File: src/rtl/ifetch_queue.sv
module ifetch_queue #(
  parameter int QDEPTH = 4,
  parameter int MAXOUT = 2,
  parameter int PC_W = 16,
  parameter int SEG_W = 4,
  parameter int INS_W = 16,
  parameter logic [PC_W-1:0] RESET_PC = '0
) (
  input  logic               clk,
  input  logic               rst_n,
  input  logic [SEG_W-1:0]   cseg_base,
  input  logic               redirect,
  input  logic [PC_W-1:0]    redirect_pc,
  output logic               mem_req,
  output logic [SEG_W+PC_W-1:0] mem_addr,
  input  logic               mem_gnt,
  input  logic               mem_rvalid,
  input  logic [INS_W-1:0]   mem_rdata,
  output logic               ins_valid,
  output logic [INS_W-1:0]   ins_word,
  output logic [PC_W-1:0]    ins_pc,
  input  logic               exec_done
);
  localparam int QPTR_W = (QDEPTH > 1) ? $clog2(QDEPTH) : 1;
  localparam int SPTR_W = (MAXOUT > 1) ? $clog2(MAXOUT) : 1;
  localparam int CNT_W  = $clog2(QDEPTH + 1);
  localparam int SCNT_W = $clog2(MAXOUT + 1);

  logic [PC_W-1:0]   pc;
  logic [INS_W-1:0]  q_word [QDEPTH];
  logic [PC_W-1:0]   q_pc   [QDEPTH];
  logic [QPTR_W-1:0] q_rd, q_wr;
  logic [CNT_W-1:0]  q_cnt;
  logic [PC_W-1:0]   s_pc   [MAXOUT];
  logic [MAXOUT-1:0] s_live, s_live_nxt;
  logic [SPTR_W-1:0] s_rd, s_wr;
  logic [SCNT_W-1:0] s_cnt;
  logic              issue, resp, resp_live, deq, credit;

  function automatic logic [QPTR_W-1:0] q_next(input logic [QPTR_W-1:0] p);
    return (p == QPTR_W'(QDEPTH - 1)) ? '0 : p + 1'b1;
  endfunction

  function automatic logic [SPTR_W-1:0] s_next(input logic [SPTR_W-1:0] p);
    return (p == SPTR_W'(MAXOUT - 1)) ? '0 : p + 1'b1;
  endfunction

  assign credit    = (int'(q_cnt) + $countones(s_live)) < QDEPTH;
  assign mem_req   = rst_n && !redirect && (int'(s_cnt) < MAXOUT) && credit;
  assign mem_addr  = {cseg_base, pc};
  assign issue     = mem_req && mem_gnt;
  assign resp      = mem_rvalid;
  assign resp_live = mem_rvalid && s_live[s_rd] && !redirect;
  assign ins_valid = q_cnt != '0;
  assign deq       = exec_done && ins_valid && !redirect;
  assign ins_word  = q_word[q_rd];
  assign ins_pc    = q_pc[q_rd];

  always_comb begin
    s_live_nxt = s_live;
    if (resp)     s_live_nxt[s_rd] = 1'b0;
    if (issue)    s_live_nxt[s_wr] = 1'b1;
    if (redirect) s_live_nxt = '0;
  end

  always_ff @(posedge clk) begin
    if (!rst_n) begin
      pc     <= RESET_PC;
      q_rd   <= '0;
      q_wr   <= '0;
      q_cnt  <= '0;
      s_rd   <= '0;
      s_wr   <= '0;
      s_cnt  <= '0;
      s_live <= '0;
    end else begin
      s_live <= s_live_nxt;
      s_cnt  <= s_cnt + SCNT_W'(issue) - SCNT_W'(resp);
      if (resp)  s_rd <= s_next(s_rd);
      if (issue) s_wr <= s_next(s_wr);
      if (redirect) begin
        pc    <= redirect_pc;
        q_rd  <= '0;
        q_wr  <= '0;
        q_cnt <= '0;
      end else begin
        if (issue)     pc   <= pc + PC_W'(2);
        if (resp_live) q_wr <= q_next(q_wr);
        if (deq)       q_rd <= q_next(q_rd);
        q_cnt <= q_cnt + CNT_W'(resp_live) - CNT_W'(deq);
      end
    end
  end

  always_ff @(posedge clk) begin
    if (issue) s_pc[s_wr] <= pc;
    if (resp_live) begin
      q_word[q_wr] <= mem_rdata;
      q_pc[q_wr]   <= s_pc[s_rd];
    end
  end
endmodule


File: config.mk
export PLATFORM = sky130hd
export DESIGN_NAME = ifetch_queue
export DESIGN_NICKNAME = d
export VERILOG_FILES = /design/src/rtl/ifetch_queue.sv
export SDC_FILE = /design/constraint.sdc
export NUM_CORES = 1
export LEC_CHECK = 0
export ABC_AREA = 1
export BUFFER_PORTS_ARGS = -buffer_cell sky130_fd_sc_hd__buf_2
export CELL_PAD_IN_SITES_DETAIL_PLACEMENT = 1
export CELL_PAD_IN_SITES_GLOBAL_PLACEMENT = 2
export CORE_UTILIZATION = 35
export CTS_BUF_LIST = sky130_fd_sc_hd__clkbuf_4 sky130_fd_sc_hd__clkbuf_8 sky130_fd_sc_hd__clkbuf_16
export DETAILED_ROUTE_END_ITERATION = 8
export PLACE_DENSITY_LB_ADDON = 0.1
export SLEW_MARGIN = 20
export SYNTH_ARGS = -nofsm -noshare
export SYNTH_HDL_FRONTEND = slang
export SYNTH_SLANG_ARGS = --single-unit
File: constraint.sdc
create_clock -name clk -period 2.8 [get_ports clk]
set_input_delay 0.56 -clock clk [delete_from_list [all_inputs] [get_ports clk]]
set_output_delay 0.56 -clock clk [all_outputs]
set_load 0.1 [all_outputs]
After elaboration in Yosys (flattened, before gate mapping). Memory sizes are Yosys's and may differ from the RTL's. A register that Yosys moved wholly into a read port is not among the register bits. Index checks and enable logic that the tools add are counted.

RAM bits: 160. Register bits after elaboration: 29. Bits of input ports: 42. Output and inout port bits: 54. Word-level logic and storage cells: 72. Memories: 3.

Reduce and logical (&&, ||, !) cells: 14. Bitwise logic cells: 4. $lt $le $gt $ge: 6. Eq/ne operators: 2. Multiplexer cells: 24. Add/subtract/negate cells: 11.

Memory list: q_pc (words 4, bits a word 16, read ports 1, clocked after Yosys merged registers in 1, write ports 1, line 31) `logic [PC_W-1:0] q_pc [QDEPTH];`; q_word (words 4, bits a word 16, read ports 1, clocked after Yosys merged registers in 1, write ports 1, line 30) `logic [INS_W-1:0] q_word [QDEPTH];`; s_pc (words 2, bits a word 16, read ports 1, clocked after Yosys merged registers in 1, write ports 1, line 34) `logic [PC_W-1:0] s_pc [MAXOUT];`.

Operators with widths (number): $mux 16 (2); $add 16x2->16 const B (1); $mux 2 (8); $mux 1 (12); $logic_and 1x1->1 (10); $add 2x1->2 const B (2); $add 3x2->4 (1); $eq 2x2->1 const B (2); $lt 1x2->1 const B (2); $lt 4x3->1 const B (1); $add 3x1->3 (1); $reduce_bool 3->1 (1); $sub 3x1->3 (1); $add 1x1->1 const B (2); $add 1x1->2 (1); $add 2x1->2 (1); $and 2x2->2 (1); $demux 1 s1 (2); $ge 1x1->1 const B (2); $lt 2x2->1 const B (1); $not 2->2 (1); $or 2x2->2 (1); $reduce_bool 2->1 (1); $reduce_or 2->1 (1); other kinds (3) (3).

Longest topological paths before layout. Gate-level depths: netlist (run 1).

Depth in word-level cells: 9. Gate-level depth with buffers: 14. Gate-level depth less buffers: 12.

Least setup slack after synthesis (run 1). No wires, ideal clock.

Path kind: reg-to-output. Start point: register with a tool-made name. End point: output port ins_word[10]. Data arrival time: 2.378 ns. Buffers on the path: 2. Stages on the path, launching flop included: 6. Required time: 2.240 ns. Path slack: -0.138 ns. Path through: dfxtp_1 -> buf_2 -> clkinv_1 -> clkbuf_1 -> o21ai_0 -> o22ai_1.

RTL lines: to (decl) (line 20) `output logic [INS_W-1:0] ins_word,`.

==> flow_summary.toml, run 1 <==
[drt]
routed_wl_um = 17700
avgRoutedWirePerCell_um = 17.2
drtAntennaViolNets = 0
drc = 0
drt_iter0_drc = 185
via_count = 5076
drt-vias-per-instance = 4.94
drtPass1Iterations = 4

[logic_synthesis]
yosysSeqAreaShare_pct = 69.9
synth_top_flop_cell = "edfxtp_1"
synth-edff-count = 160
syn_area_um2 = 7790
async_reset_ff_share_pct = 0
avgSynthCellArea_um2 = 12.0
synth_seq_cells = 192
synth_cell_type_count = 34
synth_warnings = 0
synthCells = 650
syn-num-nets = 705

[global_route]
grt_pass1_wl_um = 27800
grt.total_usage_pct = 16.3
first_global_vias = 5330
antenna_found_initial = 0
grt_max_degree = 65
grt_overflow = 0

[timing]
fin_crit_ns = 2.59
rsz0062_at_grt = "false"
clock_skew_ns = 0.0102
whs_ns = 0.353
post-route-period-util_pct = 92.5
tightest_slew_ns = 0.689
finalHoldViolCount = 0
setup_viol = 0
drv_slew = 0
slew_headroom_pct = 54.0
max_freq_mhz = 386

[critical_path]
crit_required_ns = 2.24
path_max_fanout = 64
worstSetupStartpointType = "flip-flop"
critPathBufInv = 2
worst_path_largest_cell_delay_ns = 0.46
cp_slowest_cell = "buf_2"
rrSetupSlack_ns = 0.64
crit_chain = "buf_6 > o21ai_0 > o22ai_2 > buf_2"
end_kind = "output pin"
critPathTopFamily = "buffers and inverters"
path_class = "flip-flop to output pin"
arrival_ns = 2.03

[layout]
num_antenna_cells = 0
nNetsFinal = 791
fin_area_um2 = 9370
drive_above_1_share_pct = 26.9
synthToLayoutAreaGrowth_pct = 20.3

[floorplanning]
coreArea_um2 = 21800
chipHeight_um = 151
rows = 54
die_x_um = 151
start_util_pct = 35.7
io_pins = 96
die_area_um2 = 22900

[clocking]
cts.root.buffer_cell = "clkbuf_16"
numCtsBuffers = 17
clockBufferDepth = 2
hold_buffers = 0
postCtsSetupBuffers = 0
clock_sinks = 192
clkTransAtPathRegs_ns = 0.07
clk_latency_ns = 0.42
htreeDepth = 4
cts_tree = "built"
ctsResizeCount = 3

[status]
status = "finished, final reports clean"

[placement]
hpwl_um = 11400
placed_area_um2 = 8800
place_congestion = 0.717
portBuffers = 87

[run]
max_cap_viol_count = 0

[min_path]
hp-class = "input pin to flip-flop"

[pwr]
pwr_density_cell_nw_per_um2 = 615
leakagePower_nw = 3.43
irDropWorstVdd_mv = 0.399
==> placed cells by master (no fill, tap or decap) <==
master / synthesis / final
a211oi_1: 1 / 1
a21boi_0: 1 / 1
a21oi_1: 19 / 19
a21oi_2: 1 / 1
a31o_2: 1 / 1
and3_1: 1 / 1
buf_12: 0 / 5
buf_2: 6 / 87
buf_4: 4 / 9
buf_6: 3 / 1
bufinv_16: 0 / 1
clkbuf_16: 0 / 17
clkinv_2: 0 / 4
clkinv_4: 0 / 4
clkinvlp_4: 0 / 1
dfxtp_1: 32 / 30
dfxtp_2: 0 / 2
edfxtp_1: 160 / 160
fa_1: 1 / 1
ha_1: 12 / 12
inv_1: 32 / 32
inv_2: 2 / 2
inv_6: 0 / 5
mux2_2: 16 / 16
nand2_1: 81 / 81
nand2_2: 1 / 1
nand3_1: 36 / 36
nand4_1: 5 / 5
nand4_2: 1 / 1
nor2_1: 94 / 90
nor2_2: 3 / 3
nor2_4: 2 / 6
o211a_1: 1 / 1
o21ai_0: 72 / 72
o21ai_1: 1 / 1
o22ai_2: 0 / 32
or2_2: 2 / 2
xnor2_1: 2 / 2
xor2_1: 2 / 2
==> worst register-to-register path, delay by kind of cell, from the launching register on <==
family                     cells  cell delay, ns
AOI/OAI and AO/OA              1            0.25
buffers and inverters          3            0.22
adders and majority gates      3            0.74
DFF                            1            0.43
xor gates and xnor gates       1            0.17
and+or+nand+nor                3            0.25
==> power breakdown <==
group          total (mW)  internal, mW  switching (mW)
sequential           3.17          3.12          0.0426
clock                2.28          1.24            1.05
combinational       0.315        0.0829           0.232
total                5.76          4.44            1.32
==> flip-flops by register name (all words and copies together) (netlist names), 3 cells and up, named ones only <==
signal  count
pc         16
q_cnt       3
q_pc       64
q_word     64
s_pc       32
==> synthesized netlist by cell type (all sizes together), types with 2 or more instances <==
master | number | share of area [%]
a21oi | 20 | 1.3
buf | 15 | 1.3
clkbuf | 20 | 0.96
dfxtp | 32 | 8.2
edfxtp | 160 | 62
ha | 12 | 1.9
inv | 34 | 1.6
mux2 | 16 | 2.3
nand2 | 82 | 4.0
nand3 | 36 | 2.3
nand4 | 6 | 0.56
nor2 | 99 | 5.1
o21ai | 73 | 4.7
o22ai | 32 | 2.6
or2 | 2 | 0.16
xnor2 | 2 | 0.22
xor2 | 2 | 0.22
==> logic make-up after synthesis <==
group / synth area share, %
xor+xnor: 0.450
flops: 69.9
fa+ha+maj: 2.18
buf+inv: 3.95
mux: 2.31
simple gates: 12.2
compound gates: 9.03
==> metrics by stage <==
step / util (%) / cells / TNS [ns] / setup WS, ns / power (mW)
2_1_floorplan: - / 650 / -10.77 / -0.0841 / 3.48
3_3_place_gp: 40.3 / 997 / 0 / 0.415 / 3.54
3_5_place_dp: 40.3 / 997 / 0 / 0.333 / 3.55
4_1_cts: 42.9 / 1028 / 0 / 0.120 / 5.83
5_1_grt: 42.9 / 1028 / 0 / 0.0772 / 5.94
6_report: 42.9 / 1028 / 0 / 0.211 / 5.76
==> final timing paths <==
path,start,end,depth (start not counted)
min reg2reg,s_cnt[1]$_SDFF_PN0_,s_cnt[1]$_SDFF_PN0_,1
max reg2reg,q_cnt[1]$_SDFF_PP0_,q_cnt[2]$_SDFF_PP0_,11
min,mem_rdata[15],q_word[1][15]$_DFFE_PP_,1
max,flip-flop,ins_pc[5],4
==> layout make-up <==
type / instances / area (µm²)
multi-input combinational: 388 / 2270
timing repair buffer: 102 / 614
fill: 2332 / 12500
tap: 280 / 350
sequential: 192 / 5450
clock inverter: 14 / 131
clock buffer: 17 / 425
inverter: 35 / 133
==> per-layer routing <==
metal,wire length (µm),vias to the layer above,global-route usage [%]
met2,8910,85,29.3
met1,8010,2493,19.5
met5,0,-,0
li1,-,2477,-
met3,464,21,2.89
met4,271,0,5.55
Power figures use the tool's default switching activity.
==> run 2, diff against run 1 <==
--- a/config.mk
+++ b/config.mk
@@ -12,7 +12,8 @@
 export CORE_UTILIZATION = 35
 export CTS_BUF_LIST = sky130_fd_sc_hd__clkbuf_4 sky130_fd_sc_hd__clkbuf_8 sky130_fd_sc_hd__clkbuf_16
 export DETAILED_ROUTE_END_ITERATION = 8
-export PLACE_DENSITY_LB_ADDON = 0.1
+export PLACE_DENSITY = 0.81
+export REMOVE_ABC_BUFFERS = 1
 export SLEW_MARGIN = 20
 export SYNTH_ARGS = -nofsm -noshare
 export SYNTH_HDL_FRONTEND = slang
==> flow_summary.toml, run 2 (same netlist as run 1, synthesis figures left out) <==
[status]
status = "finished, final reports clean"

[clocking]
clk_latency_ns = 0.43
numCtsBuffers = 17
cts_tree = "built"
cts.root.buffer_cell = "clkbuf_16"
clkTransAtPathRegs_ns = 0.07
clockBufferDepth = 2
htreeDepth = 4
clock_sinks = 192

[floorplanning]
coreArea_um2 = 21800
die_area_um2 = 22900
chipHeight_um = 151
io_pins = 96
die_x_um = 151
start_util_pct = 35.7
rows = 54

[min_path]
min_to = "q_word[3][5]$_DFFE_PP_"
hp-start = "mem_rdata[5]"
hold_depth = 1
hp-class = "input pin to flip-flop"

[critical_path]
worstSetupStartpointType = "flip-flop"
r2r-start = "q_cnt[1]$_SDFF_PP0_"
path_class = "flip-flop to output pin"
crit_required_ns = 2.24
path_max_fanout = 64
arrival_ns = 2.09
reg2reg_depth = 11
end_kind = "output pin"
rrSetupSlack_ns = 0.55
worst_path_largest_cell_delay_ns = 0.47
cp_slowest_cell = "buf_2"
crit_chain = "buf_6 > o21ai_0 > o22ai_1 > buf_2"
r2r_end = "q_cnt[2]$_SDFF_PP0_"

[layout]
nNetsFinal = 793
num_antenna_cells = 0
drive_above_1_share_pct = 22.8
reg_top3 = "q_pc: 64 flops, q_word: 64 flops, s_pc: 32 flops"
final_common_cell = "edfxtp_1"
n_fill_cell = 2390
fin_area_um2 = 9160
most-common-layout-cells = "edfxtp_1, nor2_1, buf_2"
synthToLayoutAreaGrowth_pct = 17.6

[placement]
placed_area_um2 = 8570
post-place-ws_ns = 0.371
hpwl_um = 11600
portBuffers = 87
place_congestion = 0.799

[global_route]
antenna_found_initial = 0
grt_pass1_wl_um = 28100
grt.total_usage_pct = 16.4
first_global_vias = 5343
grt_max_degree = 65
grt_overflow = 0

[timing]
fin_crit_ns = 2.65
tightest_slew_ns = 0.673
rsz0062_at_grt = "false"
whs_ns = 0.353
fin_ws_ns = 0.154
setup_viol = 0
max_freq_mhz = 378
slew_headroom_pct = 55.1
clock_skew_ns = 0.00960
finalHoldViolCount = 0
drv_slew = 0
post-route-period-util_pct = 94.5

[drt]
drt_iter0_drc = 261
drtPass1Iterations = 6
drt-vias-per-instance = 5.03
via_count = 5184
avgRoutedWirePerCell_um = 17.3
routed_wl_um = 17900
drc = 0
drtAntennaViolNets = 0

[pwr]
p_total_mw = 5.86
leakagePower_nw = 3.37
irDropWorstVdd_mv = 0.472
pwr_density_cell_nw_per_um2 = 640

[run]
max_cap_viol_count = 0
[run 2: changes by cell type in the layout (fill, tap and decap cells not counted), sizes merged]
cell,previous run,this run
buf,102,104
clkinvlp,1,3
inv,39,37
bufinv,1,2
[run 2: final cells by class]
| cell class | instances | area (µm²) | area share (%) |
|---|---|---|---|
| Timing Repair Buffer | 104 | 579 | 6.33 |
| Multi-Input combinational cell | 388 | 2070 | 22.6 |
| Tap cell | 280 | 350 | 3.83 |
| Clock inverter | 15 | 159 | 1.73 |
| Clock buffer | 17 | 425 | 4.64 |
| Sequential cell | 192 | 5450 | 59.5 |
| Inverter | 35 | 133 | 1.45 |
[run 2: routing by layer]
layer,track usage [%],part of all wire [%]
met1,20.0,45
met2,29.2,51
met3,3.40,3.4
met4,4.25,0.85
met5,0,0
[run 2: critical path, delay by kind of cell, from the launching register on]
kind	cells	cell delay, ns
compound gates	2	0.41
flops	1	0.35
buf+inv	2	0.84
[run 2: worst max path at each step]
stage,cells after the start,to
3_5_place_dp,8,s_pc[1][13]$_DFFE_PP_
4_1_cts,4,ins_pc[3]
3_3_place_gp,7,mem_req
6_report,4,ins_pc[6]
5_1_grt,4,ins_pc[0]
2_1_floorplan,3,ins_pc[0]
[run 2: power by group]
| group | switching [mW] | internal (mW) | total, mW |
|---|---|---|---|
| clock network | 1.06 | 1.32 | 2.38 |
| registers | 0.0433 | 3.12 | 3.17 |
| logic | 0.233 | 0.0832 | 0.316 |
| total | 1.33 | 4.53 | 5.86 |
[run 2: repair_timing]
action / in CTS / in global routing
gates resized for setup: 2 / 0
buffers inserted: 0 / 0
endpoints found under the setup margin: 8 / 0
hold buffers: 0 / 0
[run 2: metrics by stage]
stage	instances	utilization, %	TNS, ns
finish	1031	42.0	0
global route	1031	42.0	0
floorplan	615	-	-93.37
CTS	1031	42.0	0
detailed placement	999	39.3	0
global placement	999	39.3	0
